File: src/rtl/ramp_seq_pkg.sv
package ramp_seq_pkg;
  typedef enum logic [2:0] {
    ST_IDLE   = 3'd0,
    ST_RAMP   = 3'd1,
    ST_RUN    = 3'd2,
    ST_HICCUP = 3'd3,
    ST_THERM  = 3'd4
  } seq_state_t;

  typedef enum logic [2:0] {
    OP_HOLD     = 3'd0,
    OP_CLEAR    = 3'd1,
    OP_CHARGE   = 3'd2,
    OP_DIS_SLOW = 3'd3,
    OP_DIS_FAST = 3'd4
  } ramp_op_t;

  typedef enum logic [1:0] {
    PH_OFF = 2'd0,
    PH_LOW = 2'd1,
    PH_SW  = 2'd2
  } drv_phase_t;
endpackage

File: src/rtl/rs_rst_sync.sv
module rs_rst_sync #(
  parameter int STAGES = 2
) (
  input  logic clk,
  input  logic rst_n,
  output logic rst_n_sync
);
  logic [STAGES-1:0] sh_q;

  always_ff @(posedge clk or negedge rst_n) begin
    if (!rst_n) sh_q <= '0;
    else        sh_q <= {sh_q[STAGES-2:0], 1'b1};
  end

  assign rst_n_sync = sh_q[STAGES-1];
endmodule

File: src/rtl/rs_ramp.sv
module rs_ramp
  import ramp_seq_pkg::*;
#(
  parameter int W          = 12,
  parameter int STEP_FAST  = 35,
  parameter int STEP_SLOW  = 10,
  parameter int STEP_DISCH = 200,
  parameter int LVL_ENABLE = 500,
  parameter int LVL_TOP    = 4000
) (
  input  logic         clk,
  input  logic         rst_n,
  input  logic         tick,
  input  ramp_op_t     op,
  input  seq_state_t   state_q,
  output logic [W-1:0] ramp_q,
  output logic [W-1:0] ramp_d
);
  localparam logic [W-1:0] K_FAST = W'(STEP_FAST);
  localparam logic [W-1:0] K_SLOW = W'(STEP_SLOW);
  localparam logic [W-1:0] K_DIS  = W'(STEP_DISCH);
  localparam logic [W-1:0] K_EN   = W'(LVL_ENABLE);
  localparam logic [W-1:0] K_TOP  = W'(LVL_TOP);

  logic [W-1:0] step;
  logic [W:0]   sum;

  // two-rate charge only applies while the start-up ramp is running
  always_comb begin
    step = ((state_q == ST_RAMP) && (ramp_q < K_EN)) ? K_FAST : K_SLOW;
    sum  = {1'b0, ramp_q} + {1'b0, step};
    unique case (op)
      OP_CLEAR:    ramp_d = '0;
      OP_CHARGE:   ramp_d = (sum > {1'b0, K_TOP}) ? K_TOP : sum[W-1:0];
      OP_DIS_SLOW: ramp_d = (ramp_q > K_SLOW) ? (ramp_q - K_SLOW) : '0;
      OP_DIS_FAST: ramp_d = (ramp_q > K_DIS) ? (ramp_q - K_DIS) : '0;
      default:     ramp_d = ramp_q;
    endcase
  end

  always_ff @(posedge clk or negedge rst_n) begin
    if (!rst_n)    ramp_q <= '0;
    else if (tick) ramp_q <= ramp_d;
  end
endmodule

File: src/rtl/rs_fsm.sv
module rs_fsm
  import ramp_seq_pkg::*;
#(
  parameter int W          = 12,
  parameter int LVL_ENABLE = 500,
  parameter int LVL_DONE   = 3500
) (
  input  logic         clk,
  input  logic         rst_n,
  input  logic         tick,
  input  logic         run_ok,
  input  logic         oc_any,
  input  logic         therm,
  input  logic [W-1:0] ramp_q,
  input  logic [W-1:0] ramp_d,
  output seq_state_t   state_q,
  output ramp_op_t     op
);
  localparam logic [W-1:0] K_EN   = W'(LVL_ENABLE);
  localparam logic [W-1:0] K_DONE = W'(LVL_DONE);

  seq_state_t state_d;

  // ramp operation: depends on current ramp only
  always_comb begin
    op = OP_HOLD;
    if (therm)       op = OP_DIS_FAST;
    else if (!run_ok) op = OP_CLEAR;
    else begin
      unique case (state_q)
        ST_RAMP:   op = OP_CHARGE;
        ST_RUN:    op = oc_any ? OP_DIS_SLOW : OP_CHARGE;
        ST_HICCUP: op = OP_DIS_SLOW;
        ST_THERM:  op = (ramp_q <= K_EN) ? OP_HOLD : OP_DIS_FAST;
        default:   op = OP_HOLD;
      endcase
    end
  end

  // state transition: may look at the updated ramp
  always_comb begin
    state_d = state_q;
    if (therm)        state_d = ST_THERM;
    else if (!run_ok) state_d = ST_IDLE;
    else begin
      unique case (state_q)
        ST_IDLE:   state_d = ST_RAMP;
        ST_RAMP:   if (ramp_d >= K_DONE) state_d = ST_RUN;
        ST_RUN:    if (oc_any) state_d = ST_HICCUP;
        ST_HICCUP: if (ramp_d <= K_EN) state_d = ST_RAMP;
        ST_THERM:  if (ramp_q <= K_EN) state_d = ST_RAMP;
        default:   state_d = ST_IDLE;
      endcase
    end
  end

  always_ff @(posedge clk or negedge rst_n) begin
    if (!rst_n)    state_q <= ST_IDLE;
    else if (tick) state_q <= state_d;
  end
endmodule

File: src/rtl/rs_decode.sv
module rs_decode
  import ramp_seq_pkg::*;
#(
  parameter int W          = 12,
  parameter int LVL_ENABLE = 500,
  parameter int LVL_SWITCH = 1100
) (
  input  seq_state_t   state_q,
  input  logic [W-1:0] ramp_q,
  input  logic [W-1:0] ref_code,
  input  logic         oc_any,
  output logic [W-1:0] clamp_code,
  output logic [1:0]   drv_phase,
  output logic         sink_en,
  output logic         hiccup,
  output logic         cycle_limit
);
  localparam logic [W-1:0] K_EN = W'(LVL_ENABLE);
  localparam logic [W-1:0] K_SW = W'(LVL_SWITCH);

  drv_phase_t ph;
  logic       active;

  always_comb begin
    active = (state_q == ST_RAMP) || (state_q == ST_RUN);
    if (!active || (ramp_q < K_EN)) ph = PH_OFF;
    else if (ramp_q < K_SW)         ph = PH_LOW;
    else                            ph = PH_SW;
  end

  assign drv_phase   = ph;
  assign clamp_code  = (ramp_q < ref_code) ? ramp_q : ref_code;
  assign sink_en     = (state_q == ST_RUN);
  assign hiccup      = (state_q == ST_HICCUP);
  assign cycle_limit = (state_q == ST_RAMP) && (ph == PH_SW) && oc_any;
endmodule

File: src/rtl/ramp_sequencer.sv
module ramp_sequencer
  import ramp_seq_pkg::*;
#(
  parameter int RAMP_W      = 12,
  parameter int STEP_FAST   = 35,
  parameter int STEP_SLOW   = 10,
  parameter int STEP_DISCH  = 200,
  parameter int LVL_ENABLE  = 500,
  parameter int LVL_SWITCH  = 1100,
  parameter int LVL_DONE    = 3500,
  parameter int LVL_TOP     = 4000,
  parameter int SYNC_STAGES = 2
) (
  input  logic              clk,
  input  logic              rst_n,
  input  logic              tick,
  input  logic              vcc_ok,
  input  logic              vin_ok,
  input  logic              inhibit,
  input  logic              oc_peak,
  input  logic              oc_valley,
  input  logic              therm_fault,
  input  logic [RAMP_W-1:0] ref_code,
  output logic [RAMP_W-1:0] ramp_code,
  output logic [RAMP_W-1:0] clamp_code,
  output logic [1:0]        drv_phase,
  output logic              sink_en,
  output logic              hiccup,
  output logic              cycle_limit
);
  logic              rst_n_int;
  logic              run_ok;
  logic              oc_any;
  seq_state_t        state_q;
  ramp_op_t          op;
  logic [RAMP_W-1:0] ramp_q;
  logic [RAMP_W-1:0] ramp_d;

  assign run_ok = vcc_ok && vin_ok && !inhibit;
  assign oc_any = oc_peak || oc_valley;

  rs_rst_sync #(.STAGES(SYNC_STAGES)) u_rst (
    .clk(clk), .rst_n(rst_n), .rst_n_sync(rst_n_int)
  );

  rs_fsm #(
    .W(RAMP_W), .LVL_ENABLE(LVL_ENABLE), .LVL_DONE(LVL_DONE)
  ) u_fsm (
    .clk(clk), .rst_n(rst_n_int), .tick(tick), .run_ok(run_ok),
    .oc_any(oc_any), .therm(therm_fault), .ramp_q(ramp_q),
    .ramp_d(ramp_d), .state_q(state_q), .op(op)
  );

  rs_ramp #(
    .W(RAMP_W), .STEP_FAST(STEP_FAST), .STEP_SLOW(STEP_SLOW),
    .STEP_DISCH(STEP_DISCH), .LVL_ENABLE(LVL_ENABLE), .LVL_TOP(LVL_TOP)
  ) u_ramp (
    .clk(clk), .rst_n(rst_n_int), .tick(tick), .op(op),
    .state_q(state_q), .ramp_q(ramp_q), .ramp_d(ramp_d)
  );

  rs_decode #(
    .W(RAMP_W), .LVL_ENABLE(LVL_ENABLE), .LVL_SWITCH(LVL_SWITCH)
  ) u_dec (
    .state_q(state_q), .ramp_q(ramp_q), .ref_code(ref_code),
    .oc_any(oc_any), .clamp_code(clamp_code), .drv_phase(drv_phase),
    .sink_en(sink_en), .hiccup(hiccup), .cycle_limit(cycle_limit)
  );

  assign ramp_code = ramp_q;
endmodule

File: config.mk
export PLATFORM = sky130hd
export DESIGN_NAME = ramp_sequencer
export DESIGN_NICKNAME = d
export VERILOG_FILES = /design/src/rtl/ramp_seq_pkg.sv /design/src/rtl/rs_rst_sync.sv /design/src/rtl/rs_ramp.sv /design/src/rtl/rs_fsm.sv /design/src/rtl/rs_decode.sv /design/src/rtl/ramp_sequencer.sv
export SDC_FILE = /design/constraint.sdc
export NUM_CORES = 1
export LEC_CHECK = 0
export ABC_AREA = 0
export BUFFER_PORTS_ARGS = -buffer_cell sky130_fd_sc_hd__buf_4
export CELL_PAD_IN_SITES_DETAIL_PLACEMENT = 1
export CELL_PAD_IN_SITES_GLOBAL_PLACEMENT = 1
export CORE_ASPECT_RATIO = 1.1
export CORE_UTILIZATION = 38
export CTS_CLUSTER_DIAMETER = 100
export DETAILED_ROUTE_END_ITERATION = 10
export PLACE_DENSITY = 0.82
export SLEW_MARGIN = 5
export SYNTH_ARGS = -nofsm -noshare
export SYNTH_HDL_FRONTEND = slang
export SYNTH_SLANG_ARGS = --single-unit
File: constraint.sdc
create_clock -name clk -period 3.56 [get_ports clk]
set_input_delay 0.534 -clock clk [delete_from_list [all_inputs] [get_ports clk]]
set_output_delay 0.534 -clock clk [all_outputs]
set_load 0.005 [all_outputs]
* Word level (Yosys, flattened, before mapping)
Cells that the tools add are included.
** Storage, ports and cells
- Bits in registers :: 17
- Output and inout port bits :: 29
** Cells by class
- Add/sub/neg operators :: 3
- Magnitude comparators :: 9
- Equality and inequality tests :: 13
- Multiplexer cells :: 20
- Reductions and logical operators :: 12
** Operators by type and width (number)
- $mux 12 :: 4
- $pmux 12 s4 :: 1
- $mux 3 :: 9
- $le 12x9->1 const B :: 2
- $pmux 3 s5 :: 1
- $add 12x12->13 :: 1
- $gt 13x12->1 const B :: 1
- $eq 3x2->1 const B :: 4
- $ge 12x12->1 const B :: 1
- $gt 12x4->1 const B :: 1
- $gt 12x8->1 const B :: 1
- $lt 12x11->1 const B :: 1
- $lt 12x12->1 :: 1
- $lt 12x9->1 const B :: 1
- $ne 4x4->1 const B :: 3
- $pmux 3 s4 :: 1
- $sub 12x4->12 const B :: 1
- $sub 12x8->12 const B :: 1
- $eq 3x1->1 const B :: 2
- $eq 3x3->1 const B :: 2
- $mux 6 :: 1
- $logic_and 1x1->1 :: 5
- $reduce_and 5->1 :: 1
- $mux 2 :: 2
- other kinds (6) :: 9

* Longest topological paths before layout
Gate-level depths: netlist of the first run.
- Depth in word-level cells :: 12
- Gate-level depth with buffers :: 17

* Modules after synthesis
From an unflattened synthesis of the first run, not the netlist that was laid out.
** Unflattened totals
- Cell total of the unflattened synthesis :: 367
- Area, all modules :: 2925.3 um2
** Modules (own cells, without submodules)
- rs_ramp :: times used 1, cells an instance 249, area an instance 1945.6 um2
- rs_decode :: times used 1, cells an instance 67, area an instance 561.8 um2
- rs_fsm :: times used 1, cells an instance 46, area an instance 349.1 um2
- rs_rst_sync :: times used 1, cells an instance 3, area an instance 53.8 um2
- ramp_sequencer :: times used 1, cells an instance 2, area an instance 15.0 um2

* Least setup slack after synthesis of the first run
Ideal clock, no wire load.
- Path type :: register to register
- From :: reg u_ramp.ramp_q[11]
- To :: reg u_fsm.state_q[0]
- Library setup time :: 134 ps
- Arrival :: 3672 ps
- Data required time :: 3426 ps
- Path slack :: -246 ps
- Stages on the path, launching flop included :: 17
- Buffers on the path :: 2
- Clock period less this slack :: 3806 ps
- Cells stage by stage :: dfrtp_1 clkbuf_1 nor3_1 o311a_1 buf_6 inv_6 ha_1 a31oi_1 a2bb2oi_2 xnor2_1 and2_1 nand2b_1 and4_4 or3_4 o41ai_4 or3_1 o211ai_1
** On the way
- Longest elaborated chain between the ends :: 10
** Ends and longest elaborated chain
- from (decl) :: line rs_ramp.sv:16 : output logic [W-1:0] ramp_q,
- from (signal assigned) :: line rs_ramp.sv:43 : else if (tick) ramp_q <= ramp_d;
- $lt 12x9->1 or $le 12x9->1 (tied branches) :: line rs_ramp.sv:30, rs_fsm.sv:34, rs_fsm.sv:51
- $logic_and 1x1->1 or $mux 3 (tied branches) :: line rs_ramp.sv:30, rs_fsm.sv:34
- $mux 6 or $pmux 3 s4 (tied branches) :: line rs_ramp.sv:30, rs_fsm.sv:30
- $add 12x12->13 or $mux 3 (tied branches) :: line rs_ramp.sv:31, rs_fsm.sv:28
- $gt 13x12->1 or $mux 3 (tied branches) :: line rs_ramp.sv:34, rs_fsm.sv:27
- $mux 12, or another cell as far along :: line rs_ramp.sv:34 : OP_CHARGE: ramp_d = (sum > {1'b0, K_TOP}) ? K_TOP : sum[W-1:0];
- $pmux 12 s4 :: line rs_ramp.sv:32 : unique case (op)
- $ge 12x12->1 or $le 12x9->1 (tied branches) :: line rs_fsm.sv:48, rs_fsm.sv:50
- $ne 4x4->1 (no source line)
- $reduce_and 5->1 (no source line) (*)
- to (signal assigned) :: line rs_fsm.sv:59 : else if (tick) state_q <= state_d;
- to (decl) :: line rs_fsm.sv:16 : output seq_state_t state_q,
Mark *: on every way between the ends. The rest lies on a longest branch, timed or not.
A chain may end at the register's enable or synchronous reset.

* Final worst setup path of the first run
- From :: reg u_ramp.ramp_q[10]
- To :: reg u_fsm.state_q[0]
The elaborated chain is that of the path after synthesis.

==> results of run 1 <==
## synthesized netlist by cell type (6+ instances only)
master and instances:
a21boi_0 6, inv_1 26, nor3_1 17, ha_1 19
nand3_1 12, clkbuf_1 14, nand2_1 17, a21oi_1 25
nand2b_1 6, a31oi_1 6, nor2_1 28, xnor2_1 8
a21o_1 6, or3_1 9, o21ai_0 20, mux2i_1 11
buf_2 7, dfrtp_1 17
## kinds of logic after synthesis
family                   count (synthesis)  share of synthesized area [%]
other                                    1                          0.132
buffers and inverters                   53                           8.02
XOR/XNOR                                 9                           2.78
multiplexers                            17                           6.26
AO/OA/AOI/OAI                          124                           33.4
AND/OR/NAND/NOR                        126                           26.0
flip-flops                              17                           15.0
adder cells (fa/ha/maj)                 19                           8.38
## state kept, by name (all words and copies together) (netlist names)
signal / flops
u_fsm.state_q: 3
u_ramp.ramp_q: 12
u_rst.sh_q: 2
## what timing repair did
action	in CTS	in global routing
pin swaps	37	14
resized for setup	40	39
endpoints found under the hold margin	0	0
cloned	0	0
buffers inserted	11	7
endpoints found under the setup margin	14	13
## area by class of cell
class                      instances  area [sq um]  share of cell area [%]
clock buffer                       3          41.3                   0.977
clock inverter                     1          7.51                   0.178
inverter                          28           110                    2.61
multi-input combinational        296          2530                    59.9
sequential                        17           427                    10.1
tap                               85           106                    2.52
timing repair buffer             122          1000                    23.7
## power by group
part           internal (W)  switching [W]
registers          0.000227      0.0000405
clock network     0.0000790      0.0000747
logic              0.000787       0.000893
total               0.00109        0.00101
## layout by cell type (no fill, tap or decap), types with 3 or more instances in the layout
cell type,count
xnor2_2,3
a21oi_1,17
o31ai_1,3
nor4_1,3
a21o_1,6
nor3_1,14
o211ai_1,5
nand3_1,12
nor3_2,3
or3_1,9
nor2_1,24
nor2b_1,3
mux2i_1,10
clkbuf_8,3
o2111ai_1,4
a221oi_2,3
a21oi_2,6
dfrtp_1,16
and2_1,4
nand2_1,16
a31oi_1,4
buf_4,104
o21a_1,5
buf_6,16
nand2b_1,5
a21boi_0,6
ha_1,17
o21ai_0,18
inv_1,25
nor2_2,3
mux2_4,5
xnor2_1,5
## worst max path at each step
stage	end	slack [ns]	from	cells past startpoint
finish	u_fsm.state_q[0]	-0.22	u_ramp.ramp_q[10]	17
global route	u_fsm.state_q[0]	-0.38	u_ramp.ramp_q[10]	17
CTS	u_fsm.state_q[0]	-0.07	u_ramp.ramp_q[9]	16
detailed placement	u_fsm.state_q[0]	-0.27	u_ramp.ramp_q[9]	16
global placement	u_fsm.state_q[1]	-0.14	u_ramp.ramp_q[9]	16
floorplan	u_fsm.state_q[1]	0.008	u_ramp.ramp_q[8]	16
## through the flow
stage	instances	hold slack (ns)
after global placement	530	0.277
after floorplan	366	0.187
after detailed placement	530	0.290
after global routing	552	0.0219
after CTS	545	0.0337
final	552	0.0357
## worst reg2reg max path: stages, from the launching register on
cell and delay, ns:
dfrtp_1 0.42, nor3_4 0.25, o311a_4 0.28, clkinv_4 0.07, ha_4 0.21, a211oi_4 0.27, nor2_4 0.10, buf_6 0.14
mux2i_4 0.20, xnor2_2 0.12, a31oi_2 0.24, o211ai_1 0.17, buf_4 0.20, o21ai_2 0.24, a21oi_2 0.08, o41ai_4 0.43
or3_1 0.17, o211ai_1 0.08
## metal layers
layer	track usage [%]	vias up	share of wire, %
li1	-	1571	-
met1	35.4	1796	38
met2	56.6	223	50
met3	3.39	79	6.7
met4	14.7	0	5.4
met5	0	-	0
==> summary.md, run 1 <==
| Metric | Value |
|---|---|
| Gr usage total | `a little under a third` |
| Core Rows | `32` |
| First-pass GRT wire length | `18900 microns` |
| Worst min path class | `primary input to async pin` |
| Post-Place Worst Slack | `-0.268 ns` |
| Actual slew at the worst max-slew pin | `roughly 0.67 ns` |
| Power, Total | `around 0.0021 W` |
| Placed cell areas | `~0.0036 sq mm` |
| TritonCTS clock tree | `yes` |
| Worst-Skew Late Latency | `between 0.2 and 0.3 ns` |
| Post-route antenna net violation count | `0` |
| Setup violators final | `6` |
| Post-synth top area share | `between 10% and 20%` |
| Critical path type | `flop to flop` |
| CP Max Fanout | `4` |
| CTS Sinks | `17` |
| Worst Setup End Kind | `flop` |
| CTS H-tree depth | `1` |
| Tcrit/Tclk final | `106%` |
| Crit start category | `flop` |
| Post-layout min period | `about 3.8 ns` |
| Share of flip-flops with an asynchronous set or reset | `100%` |
| DR pass1 iterations | `8` |
| Crit path buffers/inverters | `3` |
| Core area | `0.00713 sq mm` |
| CTS root buf | `clkbuf_8` |
| Die Area | `about 0.0078 sq mm` |
| Antenna diode count | `0` |
| DIE HEIGHT | `92.6 microns` |
| Yosys reg bits | `17` |
| Static leakage | `1.89 nW` |
| RR Startpoint | `u_ramp.ramp_q[10]` |
| Internal reg-to-reg setup slack | `-0.22 ns` |
| Cts hold-fix bufs | `0` |
| Failing checks | `DRC, setup timing` |
| Num CTS Buffers | `3` |
| Post-synth EDFFs | `0` |
| R2r worst-path depth | `17` |
| Iter 0 DRT Violations | `273` |
| Area contributors post-synth | `dfrtp_1, ha_1, a21oi_1, mux2i_1, nor2_1` |
| Worst setup margin | `-0.221 ns` |
| Core Util, Final | `about three fifths` |
| Crit path largest cell delay | `0.43 ns` |
| DP HPWL | `8610 microns` |
| Fin Clk Skew | `0.00717 ns` |
| Via density | `6.65` |
| CTS max path bufs | `2` |
| # IOs | `50` |
| Crit path DAT | `3.92 ns` |
| Count of pins over their slew limit | `0` |
| Vias | `3669` |
| Crit path max-delay family | `compound AO/OA/AOI/OAI gates` |
| DR DRC count | `2` |
| Vias in the first global route | `about 3700` |
| Share of cells above drive strength 1 | `between 40% and 50%` |
| Seq/Total Area, Yosys | `15.0%` |
| Reg clk slew, reported paths | `0.08 ns` |
| Initial Util | `39.8%` |
| Syn Std Cell Area | `0.00284 sq mm` |
| Setup TNS Final | `-0.496 ns` |
| Post-synth top area cell | `dfrtp_1` |
| Crit path cell chain | `nor3_4 -> o311a_4 -> clkinv_4 -> ha_4 -> a211oi_4 -> nor2_4 -> buf_6 -> mux2i_4 -> xnor2_2 -> a31oi_2 -> o211ai_1 -> buf_4 -> o21ai_2 -> a21oi_2 -> o41ai_4 -> or3_1 -> o211ai_1` |
| Most frequent cell on the critical path | `o211ai_1` |
| Fin nets | `508` |
| Gr ovfl total | `0` |
| Initial antenna violation count | `0` |
| Relative slew margins | `between 50% and 60%` |
| Mapped Cells | `366` |
| Design Area, Final | `0.00422 sq mm` |
| Area Overhead vs Synth | `48.9%` |
| Chip Width | `84.4 microns` |
| Largest net degree at the start of global routing | `25` |
| CP max stage cell | `o41ai_4` |
| Hold Fails Final Rpt | `0` |
| Net Count, Synth | `406` |
| Fmax | `approximately 260 MHz` |
| RSZ-0062 raised after global routing | `true` |
| Worst R2R End | `u_fsm.state_q[0]` |
| VDD IR max | `0.000218 V` |
| Ys Warns | `0` |
| Run status | `finished with violations` |
| Avg WL per Cell | `between 20 and 25 microns` |
| MaxCap Viol Count | `0` |
| Netlist cell types | `84` |
| PortBufs | `49` |
| Critical Path RT | `3.70 ns` |
| Avg Cell Area, Syn | `7.75 sq um` |
| Total wire length | `around 14000 microns` |
| RD Place Congestion | `0.887` |
| Synth Flop Type | `dfrtp_1` |
| Pwr Density | `498 mW/mm^2` |
| # fillers | `837` |
Note: power is estimated with default switching activity, not from simulation.
==> run 2, diff against run 1 <==
Settings changed: RECOVER_POWER set to 25.
==> run 2 against run 1 <==
The run still ends with DRC, setup timing left. Fmax is 0.11% higher. Utilization is 0.053 points lower. Final area hardly changed. Sequential cell count stayed put. Register-to-register slack hardly changed. Clock power hardly changed. Routed wire length hardly changed. Setup slack better by 0.0041 ns. Via count is 0.41% higher. First-iteration DRC count stayed put.
==> summary.md, run 2 (synthesis results as in run 1) <==
| Metric | Value |
|---|---|
| CTS H-tree depth | `1 (unchanged)` |
| Worst min path class | `primary input to async pin` |
| Run status | `finished with violations` |
| VDD IR max | `0.000218 V (-0.18%)` |
| Worst Setup End Kind | `flop` |
| Crit path buffers/inverters | `3 (unchanged)` |
| Total wire length | `13500 microns (about the same)` |
| Vias in the first global route | `3669 (unchanged)` |
| RD Place Congestion | `0.887 (unchanged)` |
| Gr usage total | `30.7% (unchanged)` |
| Commonest non-fill, non-tap cells in the layout | `buf_4, inv_1, nor2_1` |
| CP Max Fanout | `4 (unchanged)` |
| Internal reg-to-reg setup slack | `-0.22 ns (about the same)` |
| CTS max path bufs | `2 (unchanged)` |
| Critical Path RT | `3.70 ns (about the same)` |
| Pwr Density | `498 mW/mm^2 (about the same)` |
| Gr ovfl total | `0 (unchanged)` |
| Avg WL per Cell | `24.4 microns (about the same)` |
| Chip Width | `84.4 microns (unchanged)` |
| Die Area | `0.00782 sq mm (unchanged)` |
| Cts hold-fix bufs | `0 (unchanged)` |
| Num CTS Buffers | `3 (unchanged)` |
| Critical path type | `flop to flop` |
| Antenna diode count | `0 (unchanged)` |
| Placed Cells | `530 (unchanged)` |
| DP HPWL | `8610 microns (unchanged)` |
| Relative slew margins | `54.5% (-0.63 points)` |
| Fin Clk Skew | `0.00725 ns (+0.0000741 ns)` |
| Core Rows | `32 (unchanged)` |
| DIE HEIGHT | `92.6 microns (unchanged)` |
| Largest register by flop count | `u_ramp.ramp_q` |
| Final cell count without fillers | `552 (unchanged)` |
| Via density | `6.67 (+0.41%)` |
| Fin nets | `508 (unchanged)` |
| Count of pins over their slew limit | `0 (unchanged)` |
| Core area | `0.00713 sq mm (unchanged)` |
| Area Overhead vs Synth | `48.7% (about the same)` |
| Top flop regs | `u_ramp.ramp_q x12, u_fsm.state_q x3, u_rst.sh_q x2` |
| DR pass1 iterations | `8 (unchanged)` |
| RSZ-0062 raised after global routing | `true` |
| Crit path DAT | `3.91 ns (about the same)` |
| Grt met3 use | `3.39% (unchanged)` |
| Largest net degree at the start of global routing | `25 (unchanged)` |
| # IOs | `50 (unchanged)` |
| PortBufs | `49 (unchanged)` |
| TritonCTS clock tree | `yes` |
| Most common cell after layout, fill and taps aside | `buf_4` |
| Failing checks | `DRC, setup timing` |
| Worst setup margin | `-0.217 ns (+0.00410 ns)` |
| Vias | `3684 (+0.41%)` |
| CTS root buf | `clkbuf_8` |
| DR DRC count | `2 (unchanged)` |
| Crit path cell chain | `nor3_4 -> o311a_4 -> clkinv_4 -> ha_4 -> a211oi_4 -> nor2_4 -> buf_6 -> mux2i_4 -> xnor2_2 -> a31oi_2 -> o211ai_1 -> buf_4 -> o21ai_2 -> a21oi_2 -> o41ai_4 -> or3_1 -> o211ai_1` |
| Initial Util | `39.8% (unchanged)` |
| Static leakage | `1.89 nW (-0.19%)` |
| First-pass GRT wire length | `18900 microns (unchanged)` |
| Crit path max-delay family | `compound AO/OA/AOI/OAI gates` |
| Share of cells above drive strength 1 | `42.6% (-0.21 points)` |
| GR met2 Demand/Resource | `56.6% (unchanged)` |
| GR peak layer | `met2` |
| Largest register FFs | `12 (unchanged)` |
| Hold Fails Final Rpt | `0 (unchanged)` |
| Post-route antenna net violation count | `0 (unchanged)` |
| Post-layout min period | `3.78 ns (-0.00410 ns)` |
| Hold WS | `0.0380 ns (+0.00236 ns)` |
| Reg clk slew, reported paths | `0.08 ns (about the same)` |
| Crit path largest cell delay | `0.43 ns (about the same)` |
| Iter 0 DRT Violations | `273 (unchanged)` |
| Crit start category | `flop` |
| Worst-Skew Late Latency | `0.26 ns (about the same)` |
| Most frequent cell on the critical path | `o211ai_1` |
| Tcrit/Tclk final | `106% (-0.12 points)` |
| Fmax | `265 MHz (+0.11%)` |
| Actual slew at the worst max-slew pin | `0.676 ns (+0.00938 ns)` |
| Initial antenna violation count | `0 (unchanged)` |
| CP max stage cell | `o41ai_4` |
| Setup violators final | `6 (unchanged)` |
| MaxCap Viol Count | `0 (unchanged)` |
| Met1 Resource Use GR | `35.4% (unchanged)` |
| CTS Sinks | `17 (unchanged)` |
[run 2: cell types whose count changed in the layout (fill, tap and decap cells not counted)]
cell | previous run | this run
buf_4 | 104 | 103
clkbuf_1 | 0 | 1
[run 2: layout make-up]
cell class,count,area (sq um)
fillers,837,2910
multi-input cells,296,2530
repair buffers,122,997
flip-flops and latches,17,427
inverters,28,110
well taps,85,106
clock buffers,3,41.3
clock inverters,1,7.51
[run 2: where the power goes]
| part | switching (W) | internal, W | leakage [nW] |
|---|---|---|---|
| sequential | 0.0000405 | 0.000227 | 0.211 |
| clock | 0.0000748 | 0.0000790 | 0.0217 |
| combinational | 0.000892 | 0.000787 | 1.65 |
| total | 0.00101 | 0.00109 | 1.89 |
[run 2: per-stage QoR]
| step | utilization (%) | TNS, ns | instance area, sq um | power, W | setup WS, ns |
|---|---|---|---|---|---|
| floorplan | - | 0 | 2860 | 0.00102 | 0.00800 |
| global placement | 51.2 | -0.593 | 3650 | 0.00149 | -0.139 |
| detailed placement | 51.2 | -1.26 | 3650 | 0.00153 | -0.268 |
| CTS | 56.0 | -0.116 | 3990 | 0.00184 | -0.0661 |
| global route | 59.2 | -2.21 | 4220 | 0.00220 | -0.385 |
| finish | 59.2 | -0.495 | 4220 | 0.00210 | -0.217 |
[run 2: worst paths after layout]
| path | startpoint | endpoint | cells past startpoint |
|---|---|---|---|
| setup / recovery | u_ramp.ramp_q[10] | u_fsm.state_q[0] | 17 |
| hold / removal | rst_n | u_rst.sh_q[1] | 1 |
| setup reg to reg | u_ramp.ramp_q[10] | u_fsm.state_q[0] | 17 |
| hold reg to reg | u_rst.sh_q[1] | u_ramp.ramp_q[4] | 0 |
| max in group asynchronous | u_rst.sh_q[1] | u_ramp.ramp_q[9] | 0 |
| min in group clk | u_rst.sh_q[0] | u_rst.sh_q[1] | 0 |
[run 2: per-layer routing]
layer | vias up | wire, microns
li1 | 1570 | -
met1 | 1799 | 5100
met2 | 237 | 6670
met3 | 78 | 962
met4 | 0 | 760
met5 | - | 0
[run 2: repair_timing]
item,4_1_cts,5_1_grt
setup buffers,11,7
endpoints found under the setup margin,14,13
pin swaps,37,14
resized for setup,40,39
==> run 3, diff against run 2 <==
Settings changed: REMOVE_ABC_BUFFERS set to 1.
==> run 3 against run 2 <==
The flow still finishes with violations (DRC, setup timing). Utilization fell by 1.3 points. First-iteration DRC count rose by 92%. Fmax fell by 0.66%. Critical path depth fell by 1. Global-route usage rose by 0.87 points.
==> summary.md, run 3 (synthesis results as in run 1) <==
| Metric | Value |
|---|---|
| Worst min path class | `primary input to async pin` |
| Core Rows | `32 (unchanged)` |
| Area Overhead vs Synth | `45.4%` |
| CTS H-tree depth | `1 (unchanged)` |
| First-pass GRT wire length | `19300 microns (+1.6%)` |
| DR DRC count | `8 (+6)` |
| Antenna diode count | `0 (unchanged)` |
| Crit path cell chain | `nor3b_4 -> o311a_4 -> inv_6 -> ha_4 -> a31oi_4 -> buf_6 -> a2bb2oi_4 -> buf_6 -> nor2_2 -> a21oi_2 -> a21oi_2 -> a31o_1 -> or3_4 -> o41ai_4 -> or3_1 -> nand3_2` |
| RR Startpoint | `u_fsm.state_q[2]` |
| TritonCTS clock tree | `yes` |
| Reg power frac | `12.6% (-0.2 points)` |
| Die Area | `0.00782 sq mm (unchanged)` |
| Worst Setup End Kind | `flop` |
| DP HPWL | `8290 microns (-3.7%)` |
| Initial antenna violation count | `0 (unchanged)` |
| Worst-Skew Late Latency | `0.26 ns (about the same)` |
| Gate power share | `79.9% (about the same)` |
| Gr usage total | `31.6% (+0.87 points)` |
| Count of pins over their slew limit | `0 (unchanged)` |
| CTS Sinks | `17 (unchanged)` |
| PortBufs | `49 (unchanged)` |
| Post-layout min period | `3.80 ns (+0.0249 ns)` |
| DR pass1 iterations | `9 (+1)` |
| DIE HEIGHT | `92.6 microns (unchanged)` |
| CTS max path bufs | `2 (unchanged)` |
| Critical Path RT | `3.70 ns (about the same)` |
| Crit path max-delay family | `compound AO/OA/AOI/OAI gates` |
| Setup violators final | `14 (+8)` |
| Largest register FFs | `12 (unchanged)` |
| Crit start category | `flop` |
| Iter 0 DRT Violations | `525 (+92%)` |
| Area of the multi-input gates | `0.00251 sq mm (-0.79%)` |
| Internal reg-to-reg setup slack | `-0.24 ns (-0.02 ns)` |
| CP max stage cell | `dfrtp_1` |
| CP startpoint | `u_fsm.state_q[2]` |
| Switching Fraction | `49.4% (+1.4 points)` |
| CTS root buf | `clkbuf_8` |
| RD Place Congestion | `0.931 (+5.0%)` |
| Share of cells above drive strength 1 | `41.1% (-1.5 points)` |
| Crit path DAT | `3.94 ns (+0.03 ns)` |
| Largest register by flop count | `u_ramp.ramp_q` |
| R2r worst-path depth | `16 (-1)` |
| Top flop regs | `u_ramp.ramp_q x12, u_fsm.state_q x3, u_rst.sh_q x2` |
| VDD IR max | `0.000259 V (+19%)` |
| Total wire length | `14500 microns (+7.5%)` |
| Internal | `0.00107 W (-1.8%)` |
| Clock network fraction of design power | `7.4% (about the same)` |
| Tcrit/Tclk final | `107% (+0.70 points)` |
| Fmax | `263 MHz (-0.66%)` |
| Static leakage | `1.86 nW (-1.4%)` |
| Hold WS | `0.0413 ns (+0.00331 ns)` |
| Crit path depth | `16 (-1)` |
| Failing checks | `DRC, setup timing` |
| Hold Fails Final Rpt | `0 (unchanged)` |
| # IOs | `50 (unchanged)` |
| Core area | `0.00713 sq mm (unchanged)` |
| Fin nets | `501 (-1.4%)` |
| Reg clk slew, reported paths | `0.08 ns (about the same)` |
| Largest net degree at the start of global routing | `25 (unchanged)` |
| Chip Width | `84.4 microns (unchanged)` |
| Core Util, Final | `57.9% (-1.3 points)` |
| Relative slew margins | `49.0% (-5.5 points)` |
| Avg WL per Cell | `26.6 microns (+8.9%)` |
| CP Max Fanout | `4 (unchanged)` |
| Final cell count without fillers | `545 (-1.3%)` |
| Critical path type | `flop to flop` |
| MaxCap Viol Count | `0 (unchanged)` |
| Sequential cell area | `425 sq um (-0.29%)` |
| Crit path buffers/inverters | `3 (unchanged)` |
| Vias | `3776 (+2.5%)` |
| Pwr Density | `513 mW/mm^2 (+3.2%)` |
| Initial Util | `39.8% (unchanged)` |
| Post-route antenna net violation count | `0 (unchanged)` |
| Net Sw Power | `0.00105 W (+3.8%)` |
| Fin Clk Skew | `0.00512 ns (-0.00212 ns)` |
| Most common cell after layout, fill and taps aside | `buf_4` |
| Vias in the first global route | `3559 (-3.0%)` |
| Num CTS Buffers | `3 (unchanged)` |
| Via density | `6.93 (+3.8%)` |
| RSZ-0062 raised after global routing | `true` |
| # fillers | `858 (+2.5%)` |
| Gr ovfl total | `0 (unchanged)` |
| Worst setup margin | `-0.242 ns (-0.0249 ns)` |
| Actual slew at the worst max-slew pin | `0.765 ns (+0.0882 ns)` |
| Commonest non-fill, non-tap cells in the layout | `buf_4, inv_1, nor2_1` |
| Cts hold-fix bufs | `0 (unchanged)` |
| Run status | `finished with violations` |
| Placed Cells | `528 (-0.38%)` |
| Crit path largest cell delay | `0.42 ns (about the same)` |
run 3: cell types whose count changed in the layout (fill, tap and decap cells not counted), sizes merged:
cell and delta:
buf -7, clkinvlp -1, inv +1
run 3: path summary, 6_finish.rpt:
kind	to
setup / recovery	u_fsm.state_q[1]
hold / removal	u_rst.sh_q[1]
setup reg to reg	u_fsm.state_q[1]
hold reg to reg	u_ramp.ramp_q[2]
max in group asynchronous	u_ramp.ramp_q[5]
min in group clk	u_rst.sh_q[1]
run 3: area by class of cell:
type | count | area share [%]
Tap cell | 85 | 2.58
Clock buffer | 3 | 1.00
Sequential cell | 17 | 10.3
Inverter | 28 | 2.73
Timing Repair Buffer | 115 | 22.4
Multi-Input combinational cell | 296 | 60.9
Clock inverter | 1 | 0.121
run 3: routing by layer:
layer	track usage, %	wire, microns	vias up
li1	-	-	1568
met1	38.4	5640	1883
met2	56.2	7080	255
met3	3.39	1100	70
met4	14.3	692	0
met5	0	0	-
run 3: what timing repair did:
item                                    in CTS  in global routing
endpoints found under the setup margin      14                 14
endpoints found under the hold margin        0                  0
setup buffers                                6                  6
gates cloned                                 1                  0
resized for setup                           52                 25
pin swaps                                   28                 22
run 3: power by group through the flow:
stage | Sequential, W | Combinational [W] | Clock, W
CTS | 0.000258 | 0.00148 | 0.000150
floorplan | 0.000352 | 0.000611 | 0
detailed placement | 0.000259 | 0.00128 | 0
global placement | 0.000257 | 0.00123 | 0
global route | 0.000271 | 0.00176 | 0.000163
finish | 0.000268 | 0.00169 | 0.000158
run 3: stage by stage:
step | TNS [ns] | area (sq um) | worst slack, ns | power (W)
after floorplan | -3.06 | 2720 | -0.456 | 0.000963
after global placement | -1.44 | 3600 | -0.203 | 0.00149
after detailed placement | -2.36 | 3600 | -0.339 | 0.00154
after CTS | -0.378 | 3940 | -0.0533 | 0.00188
after global routing | -2.42 | 4130 | -0.337 | 0.00220
final | -1.02 | 4130 | -0.242 | 0.00212
